<file path="src/rtl/mmu_perm_pkg.sv">
package mmu_perm_pkg;

    typedef enum logic [1:0] {
        LVL_NONE = 2'd0,
        LVL_RO   = 2'd1,
        LVL_RW   = 2'd2
    } acc_lvl_e;

    typedef enum logic [1:0] {
        DOM_BLOCKED = 2'd0,
        DOM_CLIENT  = 2'd1,
        DOM_RSVD    = 2'd2,
        DOM_MANAGER = 2'd3
    } dom_mode_e;

    typedef enum logic [1:0] {
        PC_CTRL   = 2'd0,
        PC_PRIV   = 2'd1,
        PC_USR_RO = 2'd2,
        PC_OPEN   = 2'd3
    } perm_code_e;

endpackage

</file>
<file path="src/rtl/dom_field_sel.sv">
module dom_field_sel #(
    parameter int CTRL_W  = 32,
    parameter int FIELD_W = 2,
    localparam int NFIELD = CTRL_W / FIELD_W,
    localparam int IDX_W  = $clog2(NFIELD)
) (
    input  logic [CTRL_W-1:0]  ctrl_word,
    input  logic [IDX_W-1:0]   field_idx,
    output logic [FIELD_W-1:0] field_val
);

    logic [FIELD_W-1:0] fields [NFIELD];

    for (genvar g = 0; g < NFIELD; g++) begin : g_split
        assign fields[g] = ctrl_word[g*FIELD_W +: FIELD_W];
    end

    assign field_val = fields[field_idx];

endmodule

</file>
<file path="src/rtl/perm_code_dec.sv">
module perm_code_dec
    import mmu_perm_pkg::*;
(
    input  logic [1:0] code,
    input  logic       user_mode,
    input  logic       sys_bit,
    input  logic       rom_bit,
    output acc_lvl_e   code_lvl
);

    always_comb begin
        unique case (perm_code_e'(code))
            PC_OPEN:   code_lvl = LVL_RW;
            PC_USR_RO: code_lvl = user_mode ? LVL_RO : LVL_RW;
            PC_PRIV:   code_lvl = user_mode ? LVL_NONE : LVL_RW;
            PC_CTRL: begin
                unique case ({rom_bit, sys_bit})
                    2'b01:   code_lvl = user_mode ? LVL_NONE : LVL_RO;
                    2'b10:   code_lvl = LVL_RO;
                    2'b00:   code_lvl = LVL_NONE;
                    default: code_lvl = LVL_NONE;
                endcase
            end
        endcase
    end

endmodule

</file>
<file path="src/rtl/dom_override.sv">
module dom_override
    import mmu_perm_pkg::*;
(
    input  logic [1:0] dom_val,
    input  acc_lvl_e   code_lvl,
    output acc_lvl_e   final_lvl,
    output logic       bad_dom
);

    always_comb begin
        bad_dom = 1'b0;
        unique case (dom_mode_e'(dom_val))
            DOM_BLOCKED: final_lvl = LVL_NONE;
            DOM_CLIENT:  final_lvl = code_lvl;
            DOM_MANAGER: final_lvl = LVL_RW;
            DOM_RSVD: begin
                final_lvl = LVL_NONE;
                bad_dom   = 1'b1;
            end
        endcase
    end

endmodule

</file>
<file path="src/rtl/mmu_perm_check.sv">
module mmu_perm_check
    import mmu_perm_pkg::*;
#(
    parameter int CTRL_W  = 32,
    parameter int FIELD_W = 2,
    localparam int IDX_W  = $clog2(CTRL_W / FIELD_W)
) (
    input  logic [CTRL_W-1:0] dom_ctrl,
    input  logic [IDX_W-1:0]  dom_num,
    input  logic [1:0]        perm_code,
    input  logic              is_user,
    input  logic              sys_prot,
    input  logic              rom_prot,
    input  logic              is_write,
    output logic [1:0]        level,
    output logic              granted,
    output logic              rsvd_err
);

    logic [FIELD_W-1:0] dom_val;
    acc_lvl_e           code_lvl;
    acc_lvl_e           final_lvl;

    dom_field_sel #(.CTRL_W(CTRL_W), .FIELD_W(FIELD_W)) u_sel (
        .ctrl_word (dom_ctrl),
        .field_idx (dom_num),
        .field_val (dom_val)
    );

    perm_code_dec u_dec (
        .code      (perm_code),
        .user_mode (is_user),
        .sys_bit   (sys_prot),
        .rom_bit   (rom_prot),
        .code_lvl  (code_lvl)
    );

    dom_override u_ovr (
        .dom_val   (dom_val[1:0]),
        .code_lvl  (code_lvl),
        .final_lvl (final_lvl),
        .bad_dom   (rsvd_err)
    );

    assign level   = final_lvl;
    assign granted = (final_lvl > acc_lvl_e'({1'b0, is_write}));

    always_comb begin
        assert_lvl_legal_R1: assert (level != 2'd3);
        assert_blocked_none_R3: assert (dom_val[1:0] != 2'd0 || level == 2'd0);
        assert_manager_rw_R4: assert (dom_val[1:0] != 2'd3 || level == 2'd2);
        assert_rsvd_none_R5: assert (!rsvd_err || level == 2'd0);
        assert_grant_needs_lvl_R10: assert (!granted || level > {1'b0, is_write});
    end

endmodule

</file>
<file path="config.mk">
export PLATFORM = sky130hd
export DESIGN_NAME = mmu_perm_check
export DESIGN_NICKNAME = d
export VERILOG_FILES = /design/src/rtl/mmu_perm_pkg.sv /design/src/rtl/dom_field_sel.sv /design/src/rtl/perm_code_dec.sv /design/src/rtl/dom_override.sv /design/src/rtl/mmu_perm_check.sv
export SDC_FILE = /design/constraint.sdc
export NUM_CORES = 1
export LEC_CHECK = 0
export ABC_CLOCK_PERIOD_IN_PS = 3800
export BUFFER_PORTS_ARGS = -buffer_cell sky130_fd_sc_hd__clkbuf_2
export CAP_MARGIN = 15
export CORE_AREA = 8 8 45 47
export DETAILED_ROUTE_END_ITERATION = 12
export DIE_AREA = 0 0 53 55
export PLACE_DENSITY = 0.8
export SLEW_MARGIN = 0
export SYNTH_ARGS = -nofsm -noshare
export SYNTH_HDL_FRONTEND = slang
export SYNTH_SLANG_ARGS = --single-unit
export TNS_END_PERCENT = 100
</file>
<file path="constraint.sdc">
create_clock -name vclk -period 3.8
set_input_delay 0.76 -clock vclk [all_inputs]
set_output_delay 0.76 -clock vclk [all_outputs]
set_load 0.005 [all_outputs]
</file>
After elaboration in Yosys (flattened, before gate mapping):

Cells that the tools add are included.

* flip-flop bits (word level): 0
* bits of input ports: 42
* output and inout port bits: 4
* word-level logic and storage cells: 24

* $lt $le $gt $ge: 2
* equal/unequal tests: 8
* multiplexer cells: 10
* bitwise logic cells: 1
* reductions and logical operators: 3

Operators with widths (number)
* $eq A2 B2 Y1 const B: 5
* $bmux W2 S4: 1
* $mux W2: 4
* $pmux W2 S4: 1
* $eq A2 B1 Y1 const B: 3
* $pmux W2 S3: 1
* $ge A5 B5 Y1 const B: 1
* $not A4 Y5: 1
* $logic_not A2 Y1: 2
* $pmux W2 S2: 1
* $gt A2 B1 Y1: 1
* $mux W1: 2
* $reduce_or A2 Y1: 1

Depth between registers and ports, before layout:

Gate-level depths: netlist of the first run.

* word-level depth: 8
* depth in mapped cells: 9

By module:

From an unflattened synthesis of the first run, not the netlist that was laid out.

* cells, all modules: 36
* area total of the unflattened synthesis: 395.4 µm²

Modules (own cells, without submodules)
* dom_field_sel: instances 1, cells each 21, area an instance 269.0 µm²
* perm_code_dec: instances 1, cells each 9, area an instance 76.3 µm²
* dom_override: instances 1, cells each 3, area an instance 26.3 µm²
* mmu_perm_check: instances 1, cells each 3, area an instance 23.8 µm²

Worst setup path after synthesis of the first run:

No wires, ideal clock.

* path type: input -> output
* start point: input port dom_num[2]
* end point: output port granted
* arrival time: 2.353 ns
* required time: 3.040 ns
* setup slack: 0.687 ns
* cell stages on the path: 7
* buffers on the path: 1
* cell sequence: clkbuf_1 -> mux4_2 -> mux4_2 -> nand3_1 -> ha_1 -> nor2_1 -> a31o_1

* word-level cells in the longest chain between the ends: 8
* elaborated cells between the ends (all ways): 11
* those cells by class: order compare: 1; eq/ne: 3; mux: 4; bitwise: 1; reduce/logical: 2

RTL lines
* from (decl): RTL line mmu_perm_check.sv:9 `input logic [IDX_W-1:0] dom_num,`
* $not A4 Y5 (not written as such) *: RTL line dom_field_sel.sv:18 `assign field_val = fields[field_idx];`
* $bmux W2 S4 *: RTL line dom_field_sel.sv:18
* $mux W2 (not written as such) * (2 in a row): RTL line dom_field_sel.sv:18
* $eq A2 B2 Y1 / $logic_not A2 Y1 (equally long branches): RTL line dom_override.sv:12 `unique case (dom_mode_e'(dom_val))`
* $reduce_or A2 Y1 (no source line)
* $pmux W2 S3 *: RTL line dom_override.sv:12
* $gt A2 B1 Y1 *: RTL line mmu_perm_check.sv:46 `assign granted = (final_lvl > acc_lvl_e'({1'b0, is_write}));`
* to (decl): RTL line mmu_perm_check.sv:16 `output logic granted,`

Every way passes the cells marked *; elsewhere a longest branch is shown, timed or not. The select of a mux whose other input is x is not followed.

Final worst setup path of the first run:

* start point: input port dom_num[0]
* end point: output port granted

Same word-level chain as after synthesis.

==> flow_summary.ini, run 1 <==
[setup_path]
end_kind = primary output
cp.required_ns = 3.04
path_max_fanout = 6
criticalPathCategory = in -> out
arrival_ns = 2.63
startpoint_type = input port

[final_layout]
finalCoreUtilization_pct = 44.57
seqCellArea_um2 = 0
fillCellCount = 134
nets = 126
drive_gt1_share_pct = 70.89
seq_cells = 0
clock_buffers = 0
multi_input_area_um2 = 351.6
areaGrowthSynthToFinish_pct = 59.55
antenna_cells = 0

[die]
ios = 46
fp.coreArea_um2 = 1384
initial_core_util_pct = 27.94
die_w_um = 53
dieHeight_um = 55
dieArea_um2 = 2915
row_count = 14

[grt]
grt_pass1_vias = 582
grt_use_total_pct = 9.296
gr-total-overflow = 0
grt_pass1_wl_um = 2194
antenna_found_initial = 0
grt_max_degree = 9

[pwr]
ir_drop_mv = 0.05267
pwr_density_cell_nw_per_um2 = 112.4
leakagePower_nw = 0.3386

[timing]
slew_headroom_pct = 85.43
fin_ws_ns = 0.4125
fmax_mhz = 295.2
slew_violations = 0
fin_tns_setup_ns = 0
fin_crit_ns = 3.387
grt_setup_unrepaired = false
tightest_slew_ns = 0.2124
finalCritPeriodShare_pct = 89.14
finalSetupViolCount = 0
finalHoldViolations = 0

[logic_synthesis]
ys_top_cells_by_count = mux4_2 (9), inv_1 (4), ha_1 (3), nor2_1 (3)
synthTopCellsByArea = mux4_2 (52%), ha_1 (9.7%), mux2i_1 (5.2%)
syn-num-nets = 81
synth_area_um2 = 386.6
synthXorXnorAreaFrac_pct = 0
synth_mux_area_share_pct = 60.52
synth_most_common_cell = mux4_2
yosys_warnings = 0
synth_compound_area_share_pct = 4.854
synth_top_family_by_area = multiplexers
synth-seq-area-share_pct = 0
synth_fa_ha_area_share_pct = 12.30
synth_top_cell_by_area = mux4_2
synth.avg_cell_area_um2 = 10.74
synth_simple_gate_area_share_pct = 13.27
netlist.area_leader.share_pct = 52.43
synthCells = 36
ys_types = 18

[hold_path]
min_from = perm_code[0]
min_to = level[0]
hold_depth = 4
worstHoldPathType = in -> out

[routing]
drc_errors = 0
ant_nets = 0
wire_per_inst_um = 13.85
drt-vias-per-instance = 4.916
first_pass_iters = 3
wirelength_um = 1316
drtIter0Drc = 2
vias = 467

[job]
drv_cap = 0

[clock_network]
post_cts_buffers = 0
ctsHoldBuffers = 0
cts_resized = 0

[status]
status = finished clean

[place]
dpl.hpwl_um = 1292
gp_congestion = 0.7036
portBuffers = 46
post-place-ws_ns = 0.3965
## critical path: stages
cell and delay [ns]:
clkbuf_2 0.20, mux4_2 0.53, mux4_2 0.53, nand3_1 0.10, ha_1 0.22, nor2_1 0.08
a31o_1 0.10, clkbuf_2 0.11
## worst max-delay path by stage
stage,cells past startpoint,slack [ns],from,to
6_report,8,0.41,dom_num[0],granted
4_1_cts,8,0.40,dom_num[0],granted
3_3_place_gp,8,0.45,dom_num[0],granted
2_1_floorplan,7,0.69,dom_num[2],granted
3_5_place_dp,8,0.40,dom_num[0],granted
5_1_grt,8,0.31,dom_num[0],granted
## cells by family after synthesis
kind of cell	after synthesis
fa+ha+maj	4
mux	12
simple gates	10
compound gates	3
buf+inv	7
## report_power, final
part           switching, mW  internal (mW)  total (mW)
sequential                 0              0           0
combinational         0.0260         0.0433      0.0693
clock                      0              0           0
## layout by cell type (no fill, tap or decap), drive strengths merged, types with 2 or more instances in the layout
master  instances
clkbuf         46
mux4            9
inv             4
nor2            3
ha              3
mux2i           2
and3            2
nand3           2
## metrics by stage
step | hold WS (ns) | total power, mW | instance area [um2] | std cells
6_report | 1.918 | 0.06934 | 616.8 | 95
5_1_grt | 1.945 | 0.07689 | 616.8 | 95
4_1_cts | 1.928 | 0.07084 | 616.8 | 95
3_5_place_dp | 1.928 | 0.07067 | 616.8 | 95
3_3_place_gp | 1.925 | 0.06806 | 616.8 | 95
2_1_floorplan | 1.706 | 0.03953 | 386.6 | 36
## per-layer routing
| metal | global-route usage, % | routed length, um | part of all wire [%] |
|---|---|---|---|
| met4 | 0 | 0 | 0 |
| met1 | 9.907 | 495 | 38 |
| met2 | 19.73 | 713 | 54 |
| met3 | 1.070 | 107 | 8.1 |
| met5 | 0 | 0 | 0 |
## layout make-up
class                      instances  share of cell area [%]
tap                               16                   3.245
multi-input combinational         29                   57.00
timing repair buffer              46                   37.32
inverter                           4                   2.434
Power figures use the tool's default switching activity.
==> run 2: changes to the inputs <==
--- a/config.mk
+++ b/config.mk
@@ -8,12 +8,15 @@
 export ABC_CLOCK_PERIOD_IN_PS = 3800
 export BUFFER_PORTS_ARGS = -buffer_cell sky130_fd_sc_hd__clkbuf_2
 export CAP_MARGIN = 15
-export CORE_AREA = 8 8 45 47
+export CELL_PAD_IN_SITES_DETAIL_PLACEMENT = 0
+export CELL_PAD_IN_SITES_GLOBAL_PLACEMENT = 1
+export CORE_MARGIN = 8
+export CORE_UTILIZATION = 25
 export DETAILED_ROUTE_END_ITERATION = 12
-export DIE_AREA = 0 0 53 55
-export PLACE_DENSITY = 0.8
+export PLACE_DENSITY = 0.95
 export SLEW_MARGIN = 0
 export SYNTH_ARGS = -nofsm -noshare
 export SYNTH_HDL_FRONTEND = slang
+export SYNTH_HIERARCHICAL = 1
 export SYNTH_SLANG_ARGS = --single-unit
 export TNS_END_PERCENT = 100
==> constraint.sdc (replaced) <==
create_clock -name vclk -period 3.8
set_input_delay 0.38 -clock vclk [all_inputs]
set_output_delay 0.38 -clock vclk [all_outputs]
set_load 0.005 [all_outputs]
==> flow_summary.ini, run 2 <==
[status]
status = finished clean

[setup_path]
end_kind = primary output
arrival_ns = 2.30
path_max_fanout = 8
startpoint_type = input port
criticalPathCategory = in -> out
cp.required_ns = 3.42

[grt]
grt_max_degree = 9
grt_pass1_wl_um = 2366
gr-total-overflow = 0
grt_use_total_pct = 8.456
grt_pass1_vias = 565
antenna_found_initial = 0

[die]
fp.coreArea_um2 = 1489
initial_core_util_pct = 26.55
dieArea_um2 = 3110
dieHeight_um = 55.77
die_w_um = 55.77
ios = 46
row_count = 14

[routing]
wire_per_inst_um = 14.41
vias = 486
wirelength_um = 1383
drt-vias-per-instance = 5.063
drc_errors = 0
drtIter0Drc = 5
first_pass_iters = 3
ant_nets = 0

[final_layout]
finalCoreUtilization_pct = 42.35
areaGrowthSynthToFinish_pct = 59.49
nets = 127
antenna_cells = 0
seqCellArea_um2 = 0
multi_input_area_um2 = 365.4
seq_cells = 0
final_common_cell = clkbuf_2
fillCellCount = 152
clock_buffers = 0
drive_gt1_share_pct = 67.50
layout_common_cells = clkbuf_2 (46), inv_1 (4), mux4_1 (4), nand3_1 (4), mux4_2 (4)

[pwr]
leakagePower_nw = 0.3507
ir_drop_mv = 0.03706
pwr_density_cell_nw_per_um2 = 102.8

[logic_synthesis]
synth.avg_cell_area_um2 = 10.98
syn-num-nets = 81
netlist.area_leader.share_pct = 26.58
ys_types = 19
synthTopCellsByArea = mux4_1 (27%), mux4_2 (23%), ha_1 (9.5%)
synth_top_cell_by_area = mux4_1
synth_area_um2 = 395.4
synthCells = 36
ys_top_cells_by_count = inv_1 (4), mux4_1 (4), mux4_2 (4), nand3_1 (4), ha_1 (3)
synth-seq-area-share_pct = 0
yosys_warnings = 6

[timing]
slew_headroom_pct = 84.16
slew_violations = 0
finalSetupViolCount = 0
finalCritPeriodShare_pct = 70.60
finalHoldViolations = 0
fin_tns_setup_ns = 0
grt_setup_unrepaired = false
tightest_slew_ns = 0.2350
fmax_mhz = 372.8
fin_crit_ns = 2.683

[job]
drv_cap = 0

[place]
gp_congestion = 0.7772
portBuffers = 46
dpl.hpwl_um = 1321

[clock_network]
post_cts_buffers = 0
ctsHoldBuffers = 0
cts_resized = 0

[hold_path]
worstHoldPathType = in -> out
run 2: cell count changes in the layout (fill, tap and decap cells not counted), sizes merged, moves of 2 or more:
cell	previous run	this run
nand3	2	4
and3	2	0
a22oi	0	2
nor2	3	1
mux2i	2	0
run 2: layout make-up:
cell class,instances,share of cell area (%)
Inverter,4,2.381
Multi-Input combinational cell,30,57.94
Tap cell,16,3.175
Timing Repair Buffer,46,36.51
run 2: power by group:
part | switching, mW | internal, mW | total [mW] | leakage (nW)
clock network | 0 | 0 | 0 | 0
logic | 0.0240 | 0.0408 | 0.0648 | 0.351
registers | 0 | 0 | 0 | 0
total | 0.0240 | 0.0408 | 0.0648 | 0.351
run 2: worst paths after layout:
path,start,endpoint,slack [ns],depth (start not counted)
setup / recovery,dom_num[0],granted,1.12,9
hold / removal,is_write,granted,1.12,4
run 2: worst max-delay path, stage by stage:
cell and delay (ns):
clkbuf_2 0.23, mux4_2 0.54, a22oi_1 0.21, nand3_1 0.14, and3b_2 0.26, inv_1 0.04, ha_1 0.26, o21bai_1 0.12
clkbuf_2 0.13
run 2: kinds of logic (layout without fill, tap and decap cells):
family | after synthesis | after routing | share of synthesized area (%)
AOI/OAI and AO/OA | 6 | 6 | 12.97
buffers and inverters | 6 | 50 | 7.593
adders and majority gates | 4 | 4 | 12.34
muxes | 8 | 8 | 49.37
and+or+nand+nor | 12 | 12 | 17.72
run 2: per-stage QoR:
step           instances  hold WS (ns)  cell area (um2)  worst slack, ns  total power [mW]
5_1_grt               96         1.158            630.6           0.9386           0.07195
6_report              96         1.120            630.6            1.117           0.06484
2_1_floorplan         36        0.9275            395.4            1.464           0.03542
3_5_place_dp          96         1.123            630.6            1.094           0.06559
3_3_place_gp          96         1.108            630.6            1.196           0.06355
4_1_cts               96         1.124            630.6            1.089           0.06586
run 2: layer usage:
metal,wire length [um],global-route usage [%]
met5,0,0
met4,21,1.056
met3,140,2.740
met2,668,15.06
met1,553,9.690
==> run 3: changes to the inputs <==
--- a/config.mk
+++ b/config.mk
@@ -5,15 +5,17 @@
 export SDC_FILE = /design/constraint.sdc
 export NUM_CORES = 1
 export LEC_CHECK = 0
-export ABC_CLOCK_PERIOD_IN_PS = 3800
+export ABC_AREA = 1
+export ABC_CLOCK_PERIOD_IN_PS = 2400
 export BUFFER_PORTS_ARGS = -buffer_cell sky130_fd_sc_hd__clkbuf_2
 export CAP_MARGIN = 15
 export CELL_PAD_IN_SITES_DETAIL_PLACEMENT = 0
 export CELL_PAD_IN_SITES_GLOBAL_PLACEMENT = 1
+export CORE_ASPECT_RATIO = 1.75
 export CORE_MARGIN = 8
-export CORE_UTILIZATION = 25
+export CORE_UTILIZATION = 21
 export DETAILED_ROUTE_END_ITERATION = 12
-export PLACE_DENSITY = 0.95
+export PLACE_DENSITY = 0.88
 export SLEW_MARGIN = 0
 export SYNTH_ARGS = -nofsm -noshare
 export SYNTH_HDL_FRONTEND = slang
==> constraint.sdc (replaced) <==
create_clock -name vclk -period 2.4
set_input_delay 0.24 -clock vclk [all_inputs]
set_output_delay 0.24 -clock vclk [all_outputs]
set_load 0.005 [all_outputs]
==> flow_summary.ini, run 3 <==
[routing]
drc_errors = 0
ant_nets = 0
drt-vias-per-instance = 4.031
wire_per_inst_um = 9.662
wirelength_um = 1884
drtIter0Drc = 13
vias = 786
first_pass_iters = 4

[place]
dp_cells = 195
gp_congestion = 0.8264
dpl.hpwl_um = 1693
portBuffers = 46
post-place-ws_ns = 0.2561

[grt]
gr-total-overflow = 0
grt_use_total_pct = 7.765
grt_pass1_vias = 801
grt_max_degree = 18
grt_pass1_wl_um = 3049
antenna_found_initial = 0

[pwr]
pwr_density_cell_nw_per_um2 = 156.3
netSwitchingPower_uw = 65.57
clockPowerShare_pct = 0
p_comb_share_pct = 100.0
internal-power_uw = 58.19
switching_share_pct = 52.98
leakagePower_nw = 0.5911
ir_drop_mv = 0.05404
seq_power_share_pct = 0

[logic_synthesis]
netlist.area_leader.share_pct = 30.67
synth_most_common_cell = nand2_1
synthTopCellsByArea = nand2_1 (31%), inv_1 (23%), nand3_1 (23%)
synthCells = 126
synth-seq-area-share_pct = 0
synth.avg_cell_area_um2 = 4.469
ys_types = 13
yosys_warnings = 6
synth_top_cell_by_area = nand2_1
ys_top_cells_by_count = nand2_1 (46), inv_1 (35), nand3_1 (26)
synth_area_um2 = 563.0
syn-num-nets = 171

[setup_path]
path_max_fanout = 17
crit_path_frequent_cell = nand2_1
cp.required_ns = 2.16
end_kind = primary output
cpPeakStageDelay_ns = 0.28
startpoint_type = input port
slowest_stage = ha_1
crit_chain = clkbuf_2 > inv_4 > nand2_1 > nand2_1 > nand2_1 > nand3_1 > nand3_1 > nand2_1 > nand2_1 > nor2_1 > inv_1 > ha_1 > o21ai_2 > clkbuf_2
criticalPathCategory = in -> out
arrival_ns = 1.87

[timing]
fin_crit_ns = 2.111
finalCritPeriodShare_pct = 87.94
finalHoldViolations = 0
finalSetupViolCount = 0
fin_tns_setup_ns = 0
slew_violations = 0
fin_ws_ns = 0.2894
grt_setup_unrepaired = false
whs_ns = 0.8433
tightest_slew_ns = 0.3440
slew_headroom_pct = 77.06
fmax_mhz = 473.8

[final_layout]
finalCoreUtilization_pct = 30.14
seqCellArea_um2 = 0
fillCellCount = 351
areaGrowthSynthToFinish_pct = 40.67
antenna_cells = 0
finalNonFillerCells = 195
clock_buffers = 0
nets = 215
seq_cells = 0
drive_gt1_share_pct = 30.36
multi_input_area_um2 = 382.9
layout_common_cells = clkbuf_2 (46), nand2_1 (46), inv_1 (35)

[die]
ios = 46
row_count = 25
initial_core_util_pct = 21.43
dieHeight_um = 84.50
dieArea_um2 = 4659
die_w_um = 55.14
fp.coreArea_um2 = 2628

[clock_network]
post_cts_buffers = 0
ctsHoldBuffers = 0
cts_resized = 0

[job]
drv_cap = 0

[status]
status = finished clean

[hold_path]
min_from = is_write
min_to = granted
hold_depth = 4
worstHoldPathType = in -> out
[run 3: changes by cell type after synthesis, moves of 2 or more]
cell	change
nor2_1	+5
nand2_1	+44
inv_1	+31
nor2b_1	-2
inv_2	+2
mux4_1	-4
nand3_1	+22
a22oi_1	-2
mux4_2	-4
[run 3: cell type report]
type | instances | area share, %
inverters | 38 | 18.33
multi-input cells | 84 | 48.34
well taps | 27 | 4.265
repair buffers | 46 | 29.07
[run 3: worst max-delay path by stage]
stage	startpoint	slack, ns	end	cells past startpoint
finish	dom_num[0]	0.29	granted	14
floorplan	dom_num[0]	0.67	granted	12
global route	dom_num[0]	0.05	granted	14
CTS	dom_num[0]	0.25	granted	14
global placement	dom_num[0]	0.31	granted	14
detailed placement	dom_num[0]	0.26	granted	14
[run 3: layer usage]
| layer | track usage, % | wire, um | vias up |
|---|---|---|---|
| met2 | 13.22 | 917 | 31 |
| met3 | 3.717 | 300 | 4 |
| met5 | 0 | 0 | - |
| met1 | 8.133 | 628 | 299 |
| met4 | 1.538 | 38 | 0 |
| li1 | - | - | 452 |
[run 3: worst max-delay path: cells and delay by family]
kind	cells	cell delay, ns
fa+ha+maj	1	0.28
simple gates	8	0.61
buf+inv	4	0.63
compound gates	1	0.11
[run 3: logic make-up (layout without fill, tap and decap cells)]
group | Yosys count | in the layout | share of synthesized area, %
fa+ha+maj | 3 | 3 | 6.667
simple gates | 79 | 79 | 58.89
buf+inv | 42 | 84 | 32.00
compound gates | 2 | 2 | 2.444
[run 3: power groups by stage]
stage / Clock [mW] / Sequential (mW) / Combinational, mW
5_1_grt: 0 / 0 / 0.144
2_1_floorplan: 0 / 0 / 0.0752
6_report: 0 / 0 / 0.124
3_5_place_dp: 0 / 0 / 0.126
4_1_cts: 0 / 0 / 0.127
3_3_place_gp: 0 / 0 / 0.125
[run 3: metrics by stage]
step | instance area (um2) | total power, mW
3_3_place_gp | 792.0 | 0.1249
3_5_place_dp | 792.0 | 0.1259
6_report | 792.0 | 0.1238
4_1_cts | 792.0 | 0.1266
5_1_grt | 792.0 | 0.1436
2_1_floorplan | 563.0 | 0.07520
